$ cat src/rtl/ep_alloc_pkg.sv
package ep_alloc_pkg;
  localparam int unsigned CODE_W = 3;
  localparam int unsigned BANK_W = 2;

  function automatic logic [CODE_W-1:0] max_code(input int unsigned ep);
    if (ep == 0) return CODE_W'(3);
    else if (ep < 3) return CODE_W'(6);
    else return CODE_W'(7);
  endfunction

  function automatic logic [BANK_W-1:0] max_banks(input int unsigned ep);
    if (ep == 0) return BANK_W'(1);
    else if (ep < 3) return BANK_W'(2);
    else return BANK_W'(3);
  endfunction
endpackage

$ cat src/rtl/ep_alloc_place.sv
module ep_alloc_place #(
  parameter int unsigned N_EP = 7,
  parameter int unsigned AW   = 16
) (
  input  logic [N_EP-1:0][AW-1:0] base_i,
  input  logic [N_EP-1:0][AW-1:0] win_i,
  output logic [N_EP-1:0][AW-1:0] prev_end_o
);
  for (genvar k = 0; k < N_EP; k++) begin : g_ep
    always_comb begin
      prev_end_o[k] = '0;
      for (int j = 0; j < k; j++) begin
        if (win_i[j] != '0) prev_end_o[k] = base_i[j] + win_i[j];
      end
    end
  end
endmodule

$ cat src/rtl/ep_alloc_check.sv
module ep_alloc_check
  import ep_alloc_pkg::*;
#(
  parameter int unsigned N_EP      = 7,
  parameter int unsigned AW        = 16,
  parameter int unsigned RAM_BYTES = 4096,
  parameter int unsigned EPW       = 3
) (
  input  logic [EPW-1:0]    ep_i,
  input  logic [CODE_W-1:0] code_i,
  input  logic [BANK_W-1:0] banks_i,
  input  logic              active_i,
  input  logic [AW-1:0]     base_i,
  output logic [AW-1:0]     win_o,
  output logic              mapped_o
);
  logic          alloc;
  logic [AW-1:0] pkt;
  logic [AW:0]   end_addr;
  logic          lim_ok;

  always_comb begin
    alloc    = active_i && (banks_i != '0);
    pkt      = AW'(8) << code_i;
    win_o    = alloc ? AW'(pkt * AW'(banks_i)) : '0;
    end_addr = {1'b0, base_i} + {1'b0, win_o};
    lim_ok   = (code_i <= max_code(int'(ep_i))) && (banks_i <= max_banks(int'(ep_i)));
    mapped_o = alloc && lim_ok && (end_addr <= (AW+1)'(RAM_BYTES));
  end
endmodule

$ cat src/rtl/ep_alloc_overlap.sv
module ep_alloc_overlap #(
  parameter int unsigned N_EP = 7,
  parameter int unsigned AW   = 16
) (
  input  logic [N_EP-1:0][AW-1:0] base_i,
  input  logic [N_EP-1:0][AW-1:0] win_i,
  output logic [N_EP-1:0]         conflict_o
);
  for (genvar k = 0; k < N_EP; k++) begin : g_ep
    logic [AW:0] hi_k;
    assign hi_k = {1'b0, base_i[k]} + {1'b0, win_i[k]};
    always_comb begin
      conflict_o[k] = 1'b0;
      for (int j = 0; j < k; j++) begin
        if (win_i[k] != '0 && win_i[j] != '0 &&
            {1'b0, base_i[j]} < hi_k &&
            {1'b0, base_i[k]} < ({1'b0, base_i[j]} + {1'b0, win_i[j]}))
          conflict_o[k] = 1'b1;
      end
    end
  end
endmodule

$ cat src/rtl/ep_mem_alloc.sv
module ep_mem_alloc
  import ep_alloc_pkg::*;
#(
  parameter int unsigned N_EP      = 7,
  parameter int unsigned RAM_BYTES = 4096
) (
  input  logic                 clk_i,
  input  logic                 rst_ni,
  input  logic                 cfg_we_i,
  input  logic [2:0]           cfg_ep_i,
  input  logic [2:0]           cfg_size_i,
  input  logic [1:0]           cfg_banks_i,
  input  logic                 act_we_i,
  input  logic [2:0]           act_ep_i,
  input  logic                 act_en_i,
  output logic [N_EP*16-1:0]   base_o,
  output logic [N_EP*16-1:0]   win_o,
  output logic [N_EP-1:0]      mapped_o,
  output logic [N_EP-1:0]      conflict_o
);
  localparam int unsigned AW  = 16;
  localparam int unsigned EPW = 3;

  logic [N_EP-1:0][CODE_W-1:0] code_r;
  logic [N_EP-1:0][BANK_W-1:0] banks_r;
  logic [N_EP-1:0]             act_r;
  logic [N_EP-1:0][AW-1:0]     base_r;
  logic [N_EP-1:0][AW-1:0]     win_r;
  logic [N_EP-1:0]             map_r;
  logic [N_EP-1:0][AW-1:0]     prev_end;

  logic              cfg_hit, act_hit, evt;
  logic [EPW-1:0]    sel;
  logic [CODE_W-1:0] n_code;
  logic [BANK_W-1:0] n_banks;
  logic              n_act;
  logic [AW-1:0]     n_base, n_win;
  logic              n_map;

  assign cfg_hit = cfg_we_i && (int'(cfg_ep_i) < N_EP);
  assign act_hit = !cfg_we_i && act_we_i && (int'(act_ep_i) < N_EP);
  assign evt     = cfg_hit || act_hit;
  assign sel     = cfg_we_i ? cfg_ep_i : act_ep_i;

  always_comb begin
    n_code  = '0;
    n_banks = '0;
    n_act   = 1'b0;
    n_base  = '0;
    for (int k = 0; k < N_EP; k++) begin
      if (int'(sel) == k) begin
        n_code  = cfg_hit ? cfg_size_i  : code_r[k];
        n_banks = cfg_hit ? cfg_banks_i : banks_r[k];
        n_act   = cfg_hit ? act_r[k]    : act_en_i;
        n_base  = prev_end[k];
      end
    end
  end

  ep_alloc_place #(.N_EP(N_EP), .AW(AW)) u_place (
    .base_i    (base_r),
    .win_i     (win_r),
    .prev_end_o(prev_end)
  );

  ep_alloc_check #(.N_EP(N_EP), .AW(AW), .RAM_BYTES(RAM_BYTES), .EPW(EPW)) u_check (
    .ep_i    (sel),
    .code_i  (n_code),
    .banks_i (n_banks),
    .active_i(n_act),
    .base_i  (n_base),
    .win_o   (n_win),
    .mapped_o(n_map)
  );

  ep_alloc_overlap #(.N_EP(N_EP), .AW(AW)) u_ovl (
    .base_i    (base_r),
    .win_i     (win_r),
    .conflict_o(conflict_o)
  );

  for (genvar k = 0; k < N_EP; k++) begin : g_ep
    always_ff @(posedge clk_i or negedge rst_ni) begin
      if (!rst_ni) begin
        code_r[k]  <= '0;
        banks_r[k] <= '0;
        act_r[k]   <= 1'b0;
        base_r[k]  <= '0;
        win_r[k]   <= '0;
        map_r[k]   <= 1'b0;
      end else if (evt && int'(sel) == k) begin
        code_r[k]  <= n_code;
        banks_r[k] <= n_banks;
        act_r[k]   <= n_act;
        base_r[k]  <= n_base;
        win_r[k]   <= n_win;
        map_r[k]   <= n_map;
      end
    end
    assign base_o[k*AW +: AW] = base_r[k];
    assign win_o[k*AW +: AW]  = win_r[k];
  end

  assign mapped_o = map_r;
endmodule

$ cat config.mk
export PLATFORM = sky130hd
export DESIGN_NAME = ep_mem_alloc
export DESIGN_NICKNAME = d
export VERILOG_FILES = /design/src/rtl/ep_alloc_pkg.sv /design/src/rtl/ep_alloc_place.sv /design/src/rtl/ep_alloc_check.sv /design/src/rtl/ep_alloc_overlap.sv /design/src/rtl/ep_mem_alloc.sv
export SDC_FILE = /design/constraint.sdc
export NUM_CORES = 1
export LEC_CHECK = 0
export BUFFER_PORTS_ARGS = -buffer_cell sky130_fd_sc_hd__buf_4
export CORE_ASPECT_RATIO = 0.8
export CORE_UTILIZATION = 52
export DETAILED_ROUTE_END_ITERATION = 8
export PLACE_DENSITY = 0.7
export SETUP_SLACK_MARGIN = 0.1
export SLEW_MARGIN = 20
export SYNTH_ARGS = -nofsm -noshare
export SYNTH_HDL_FRONTEND = slang
export SYNTH_HIERARCHICAL = 1
export SYNTH_SLANG_ARGS = --single-unit
$ cat constraint.sdc
create_clock -name clk_i -period 9.5 [get_ports clk_i]
set_clock_uncertainty 0.1 [all_clocks]
set_input_delay 1.9 -clock clk_i [delete_from_list [all_inputs] [get_ports clk_i]]
set_output_delay 1.9 -clock clk_i [all_outputs]
set_load 0.01 [all_outputs]
# Word level (Yosys, flattened, before mapping)
# Index checks and enable logic that the tools add are counted.
# word_totals
ff_bits,273
wordCells,282
# op_classes
add_sub_neg,14
mul,1
n_lt_le_gt_ge,48
n_eq_ne,6
n_shift,1
n_mux,81
n_reduce_logical,89
# ops
op,n
$lt A16 B17 Y1,42
$mux W16,13
$add A16 B16 Y17,8
$reduce_bool A16 Y1,7
$add A16 B16 Y16,6
$logic_and A1 B1 Y1,77
$mux W3,16
$mux W1,37
$mux W2,15
$le A17 B13 Y1 const B,1
$mul A16 B2 Y16,1
$shl A4 B3 Y16 const A,1
$eq A3 B3 Y1 const B,4
$eq A3 B2 Y1 const B,2
$logic_not A3 Y1,2
$lt A3 B3 Y1 const B,2
$le A3 B3 Y1,1
$lt A3 B2 Y1 const B,1
$le A2 B2 Y1,1
$reduce_bool A2 Y1,1
$logic_not A1 Y1,1
$logic_or A1 B1 Y1,1

# Longest topological paths before layout
# logic_depth
word_depth,16
depth_mapped,28

# By module
# Netlist, hierarchy kept.
# by_module_without_submodules
module,n_inst,cells_each,area_per_inst_um2,seq_area_each_um2
ep_alloc_overlap,1,2192,18215.0,0.0
ep_mem_alloc,1,885,12025.3,6831.6
ep_alloc_place,1,806,5738.0,0.0
ep_alloc_check,1,161,1147.4,0.0

# Worst setup path after synthesis
# No wires, ideal clock.
# synth_path
path_kind,input to register
from,input port cfg_ep_i[0]
to,register map_r[4] (netlist: mapped_o[4])
t_arrival_ns,7.092
required_time_ns,9.275
path_slack_ns,2.183
stages,25
path_buffers,4
cell_sequence,buf_2 and4b_1 buf_2 or2_1 clkbuf_1 o2bb2ai_1 a21o_1 o311a_1 clkbuf_1 nand2b_1 or2_2 fa_1 nor2b_1 o21ai_0 a21boi_0 o21a_1 nor3_1 nor3_1 ha_1 or3_1 and4_1 o2111ai_1 a311oi_1 o211a_1 mux2_2
# synth_via
elab_chain_len,16
elab_cells_between_ends,78
# synth_rtl
element,line_no,source
start: declaration,ep_mem_alloc.sv:10,"input logic [2:0] cfg_ep_i,"
$lt A3 B3 Y1,ep_mem_alloc.sv:40,assign cfg_hit = cfg_we_i && (int'(cfg_ep_i) < N_EP);
$logic_and A1 B1 Y1,ep_mem_alloc.sv:40,
$mux W3,ep_mem_alloc.sv:52,n_code = cfg_hit ? cfg_size_i : code_r[k];
$mux W3 (6 in series),ep_mem_alloc.sv:51,if (int'(sel) == k) begin
$mux W3 *,ep_mem_alloc.sv:51,
net n_code[1],ep_mem_alloc.sv:34,logic [CODE_W-1:0] n_code;
$shl A4 B3 Y16 *,ep_alloc_check.sv:24,pkt = AW'(8) << code_i;
$mul A16 B2 Y16 *,ep_alloc_check.sv:25,win_o = alloc ? AW'(pkt * AW'(banks_i)) : '0;
$mux W16 *,ep_alloc_check.sv:25,
net n_win[10],ep_mem_alloc.sv:37,"logic [AW-1:0] n_base, n_win;"
$add A16 B16 Y17 *,ep_alloc_check.sv:26,"end_addr = {1'b0, base_i} + {1'b0, win_o};"
$le A17 B13 Y1 *,ep_alloc_check.sv:28,mapped_o = alloc && lim_ok && (end_addr <= (AW+1)'(RAM_BYTES));
$logic_and A1 B1 Y1 *,ep_alloc_check.sv:28,
net n_map,ep_mem_alloc.sv:38,logic n_map;
end signal: indexed assignment,ep_mem_alloc.sv:97,map_r[k] <= n_map;
end: declaration,ep_mem_alloc.sv:29,logic [N_EP-1:0] map_r;
# Mark *: on every way through the listed nets, which the timed path passes. The rest lies on a longest branch.
# A chain may end at the register's enable or synchronous reset.

# Worst setup path after layout
# layout_path
from,"register base_r, in the netlist base_o[33]"
to,output port conflict_o[6]
# layout_via
elab_chain_len,7
elab_cells_between_ends,9
# layout_rtl
element,line_no,source
start: declaration,ep_mem_alloc.sv:27,logic [N_EP-1:0][AW-1:0] base_r;
start signal: indexed assignment,ep_mem_alloc.sv:95,base_r[k] <= n_base;
$add A16 B16 Y17 / $lt A16 B17 Y1 (equally long branches),"ep_alloc_overlap.sv:17, ep_alloc_overlap.sv:16",
$lt A16 B17 Y1 / $logic_and A1 B1 Y1 (equally long branches),"ep_alloc_overlap.sv:17, ep_alloc_overlap.sv:15",
$logic_and A1 B1 Y1 *,ep_alloc_overlap.sv:16,"{1'b0, base_i[j]} < hi_k &&"
$mux W1 * (4 in series),ep_alloc_overlap.sv:15,if (win_i[k] != '0 && win_i[j] != '0 &&
end: declaration,ep_mem_alloc.sv:19,output logic [N_EP-1:0] conflict_o
# Mark *: on every way between the ends. The rest lies on a longest branch, timed or not.

==> run metrics <==
outcome=finished, final reports clean; IO Count=approximately 250; GR Util met2=63.63%; clock buffer count from CTS=36; Logic pwr share=between 70% and 80%; RSZ-0062 raised after global routing=no; overall power=about 17000 uW; Leak Pwr=0.02027 uW; Max Root-Sink Buffers=3; placed cells=~5300; Hold Slack=0.4086 ns; Worst-Skew Late Latency=0.58 ns; Yosys cell types=121; Core Rows=87; Setup crit start kind=flop; mean area per synthesized cell=just over 9 um2; Tightest Pin Transition=1.139 ns; clock root buffer=clkbuf_16; gr ovfl total=0; max incr delay on CP=0.83 ns; Slew HR=22.12%; CP startpoint=base_o[33]; ys async rst share=100.0%; share of power burned in registers=between 10% and 20%; Post-layout nets=5251; worst-path maximum fanout=12; Pre-antenna DRT Iters=6; Iteration-0 DRC Markers=5069; final setup violation count=0; Worst R2R End=mapped_o[3]; die area=72470 um2; TritonCTS clock tree=done; drc violations=0; FF-to-FF setup slack=2.96 ns; sw frac=55.60%; critical path type=flop to output pin; Core ar.=70540 um2; initial core utilization=between 50% and 60%; area of the multi-input gates=29360 um2; P&R area growth vs syn=12.87%; Post-CTS Hold Fix Bufs=0; sequential area share after synthesis=18.40%; Routed WL per cell=a little over 30 um; Slowest cell on crit path=dfrtp_1; antenna violations before repair=12; pwr dens=around 420 nW/um2; vias in the first global route=34422; grt met3 use=11.59%; CP most frequent cell=a21oi_1; antenna-violating nets left=0; port bufs=252; NetSw=9689 uW; worst r2r src=win_o[72]; GP Congestion=between 1 and 1.5; met1 GRT Util=58.71%; Netlist Area Pre-Place=37130 um2; Post-Place Setup Slack=0.9984 ns; die extent in x=300.7 um; FMAX=119.5 MHz; largest net degree at the start of global routing=slightly below 90; die height=241.0 um; overall routing resource usage=between 40% and 50%; Worst Path Required=7.50 ns; Arrival @ worst endpoint=6.37 ns; vias per cell=6.986; CP Cell Sequence=ha_1 > a21o_1 > a21oi_1 > o21bai_1 > a21oi_1 > o21ai_0 > a2111oi_0 > nor3_1 > a31o_2 > a21oi_1 > xor2_1 > ha_1 > nand3_1 > nor2_1 > o21ai_0 > a21oi_1 > o31ai_1 > and3_1 > a211oi_1 > nand4_1 > buf_4; clock network fraction of total power=8.4%; gr busiest metal=met2; post-CTS setup buffers=0; first-pass GRT wire length=231800 um; Fin Setup TNS=0 ns; Setup WS post-layout=1.130 ns; Clk pin slew, worst setup/hold paths=0.06 ns; R2R cell count=15; share of cells above drive strength 1=18.25%; CTS resizes=0; final hold violation count=0; total wire length=roughly 160000 um; CP delay by family, top=compound AO/OA/AOI/OAI gates; # H-tree levels=2; fin. max-slew vios=0; Period minus WS final=approximately 8.4 ns; YS warnings=6; CP Capture Type=output pin; max_cap viols=0; design internal power=7737 uW; FILL cells=6259; Post-Syn Instances=4044; stages on the worst setup path=21; maximum VDD drop=0.0002269 V; Synth Register Bits=273; flip-flop and latch area=6832 um2; CTS sink cnt=273; HP Class=flop to flop; Post-synth EDFFs=0; Synth Flop Type=dfrtp_1; WP buf/inv=1; DP HPWL=126100 um; Non-Filler Instances=between 5000 and 6000; routed vias=37313; crit path to=conflict_o[6]; final clock period utilization by the worst path=88.10%
==> cells in the final DEF, fill, tap and decap left out, types with 58 or more instances in the layout <==
cell type,synthesis,layout
a211oi_1,63,63
a21o_1,129,129
a21oi_1,292,291
buf_4,40,381
dfrtp_1,273,273
ha_1,841,841
inv_1,116,116
mux2_2,274,274
nand2_1,217,217
nand2b_1,74,74
nand3_1,69,69
nor2_1,209,209
nor3_1,78,76
nor4_1,58,58
o21a_1,76,76
o21ai_0,232,232
xnor2_1,97,97
xor2_1,61,61
==> worst reg2reg max path, stage by stage, from the launching register on <==
cell and delay [ns]:
dfrtp_1 0.59, nor4_1 0.81, nand4_2 0.96, o21ai_0 0.55, o21a_1 0.21, nand2_1 0.05
a31oi_1 0.33, a22o_1 0.44, ha_1 0.29, fa_1 0.47, a2111oi_1 0.25, and4_1 0.25
o2111ai_1 0.14, a311oi_1 0.29, o211a_1 0.48, mux2_2 0.25
==> cell families after synthesis <==
logic type               share of synthesized area [%]
multiplexers                                     9.383
adder cells (fa/ha/maj)                          29.29
other                                          0.03033
flip-flops                                       18.40
AO/OA/AOI/OAI                                    23.00
buffers and inverters                            2.956
XOR/XNOR                                         3.771
AND/OR/NAND/NOR                                  13.16
==> power groups by stage <==
stage,logic (uW),registers (uW),clock network (uW)
floorplan,8080,2230,0
global placement,12700,2210,0
detailed placement,13000,2200,0
CTS,13100,2190,1470
global route,14800,2240,1510
finish,13700,2250,1470
==> worst min-delay path by stage <==
stage	startpoint	to	cells after the start
2_1_floorplan	banks_r[1]	banks_r[1]	1
3_3_place_gp	mapped_o[6]	mapped_o[6]	1
3_5_place_dp	banks_r[7]	banks_r[7]	1
4_1_cts	mapped_o[4]	mapped_o[4]	1
5_1_grt	banks_r[3]	banks_r[3]	1
6_report	banks_r[4]	banks_r[4]	1
==> state kept, by name, indices dropped and copies added (netlist names) <==
register	cells
base_o	112
win_o	112
code_r	21
banks_r	14
act_r	7
mapped_o	7
==> metal layers <==
metal  vias to the layer above  routed length, um  part of all wire (%)
li1                      16329                  -                     -
met1                     17909              66230                    40
met2                      2534              66140                    40
met3                       525              20950                    13
met4                        16              10600                   6.5
met5                         -                100                 0.061
==> through the flow <==
step	area, um2	util, %
6_report	41900	59.41
3_3_place_gp	40670	57.65
4_1_cts	41890	59.38
3_5_place_dp	40670	57.65
5_1_grt	41900	59.40
2_1_floorplan	37200	-
==> synth_stat cells (all sizes together) (11+ instances only) <==
cell     instances  share of area [%]
and4            16               0.38
a31oi           57               0.98
nor2b           46               0.78
a2111oi         36               0.97
a22o            20               0.47
a21boi          18               0.44
a221oi          23               0.56
or3             23               0.40
o21bai          38               0.77
nand2          218                2.2
nand3           70               0.96
or4             11               0.23
o31ai           28               0.63
buf             75                1.4
nor2           210                2.1
mux2           282                8.6
o21a            77                1.6
a211oi          68                1.4
mux2i           30               0.81
o2111ai         36               0.85
inv            119                1.2
and2            14               0.24
a21o           129                2.6
nand4           46               0.81
dfrtp          273                 18
nor3            80                1.1
o211ai          39               0.79
ha             841                 28
nor3b           12               0.26
nand2b          74                1.2
fa              15               0.81
xnor2           98                2.3
o21ai          262                3.6
nor4            63                1.2
clkbuf          30               0.31
a21oi          300                4.1
xor2            61                1.4
or2             20               0.34
and3            29               0.50
o22ai           16               0.31
o221ai          13               0.32
a211o           14               0.33
==> area by class of cell <==
cell class                      instances  area share (%)
Timing Repair Buffer                  382           6.862
Sequential cell                       273           16.30
Clock inverter                         17          0.5166
Inverter                              119           1.066
Tap cell                              934           2.789
Clock buffer                           47           2.398
Antenna cell                            2         0.01194
Multi-Input combinational cell       3567           70.05
Note: power is estimated with default switching activity, not from simulation.
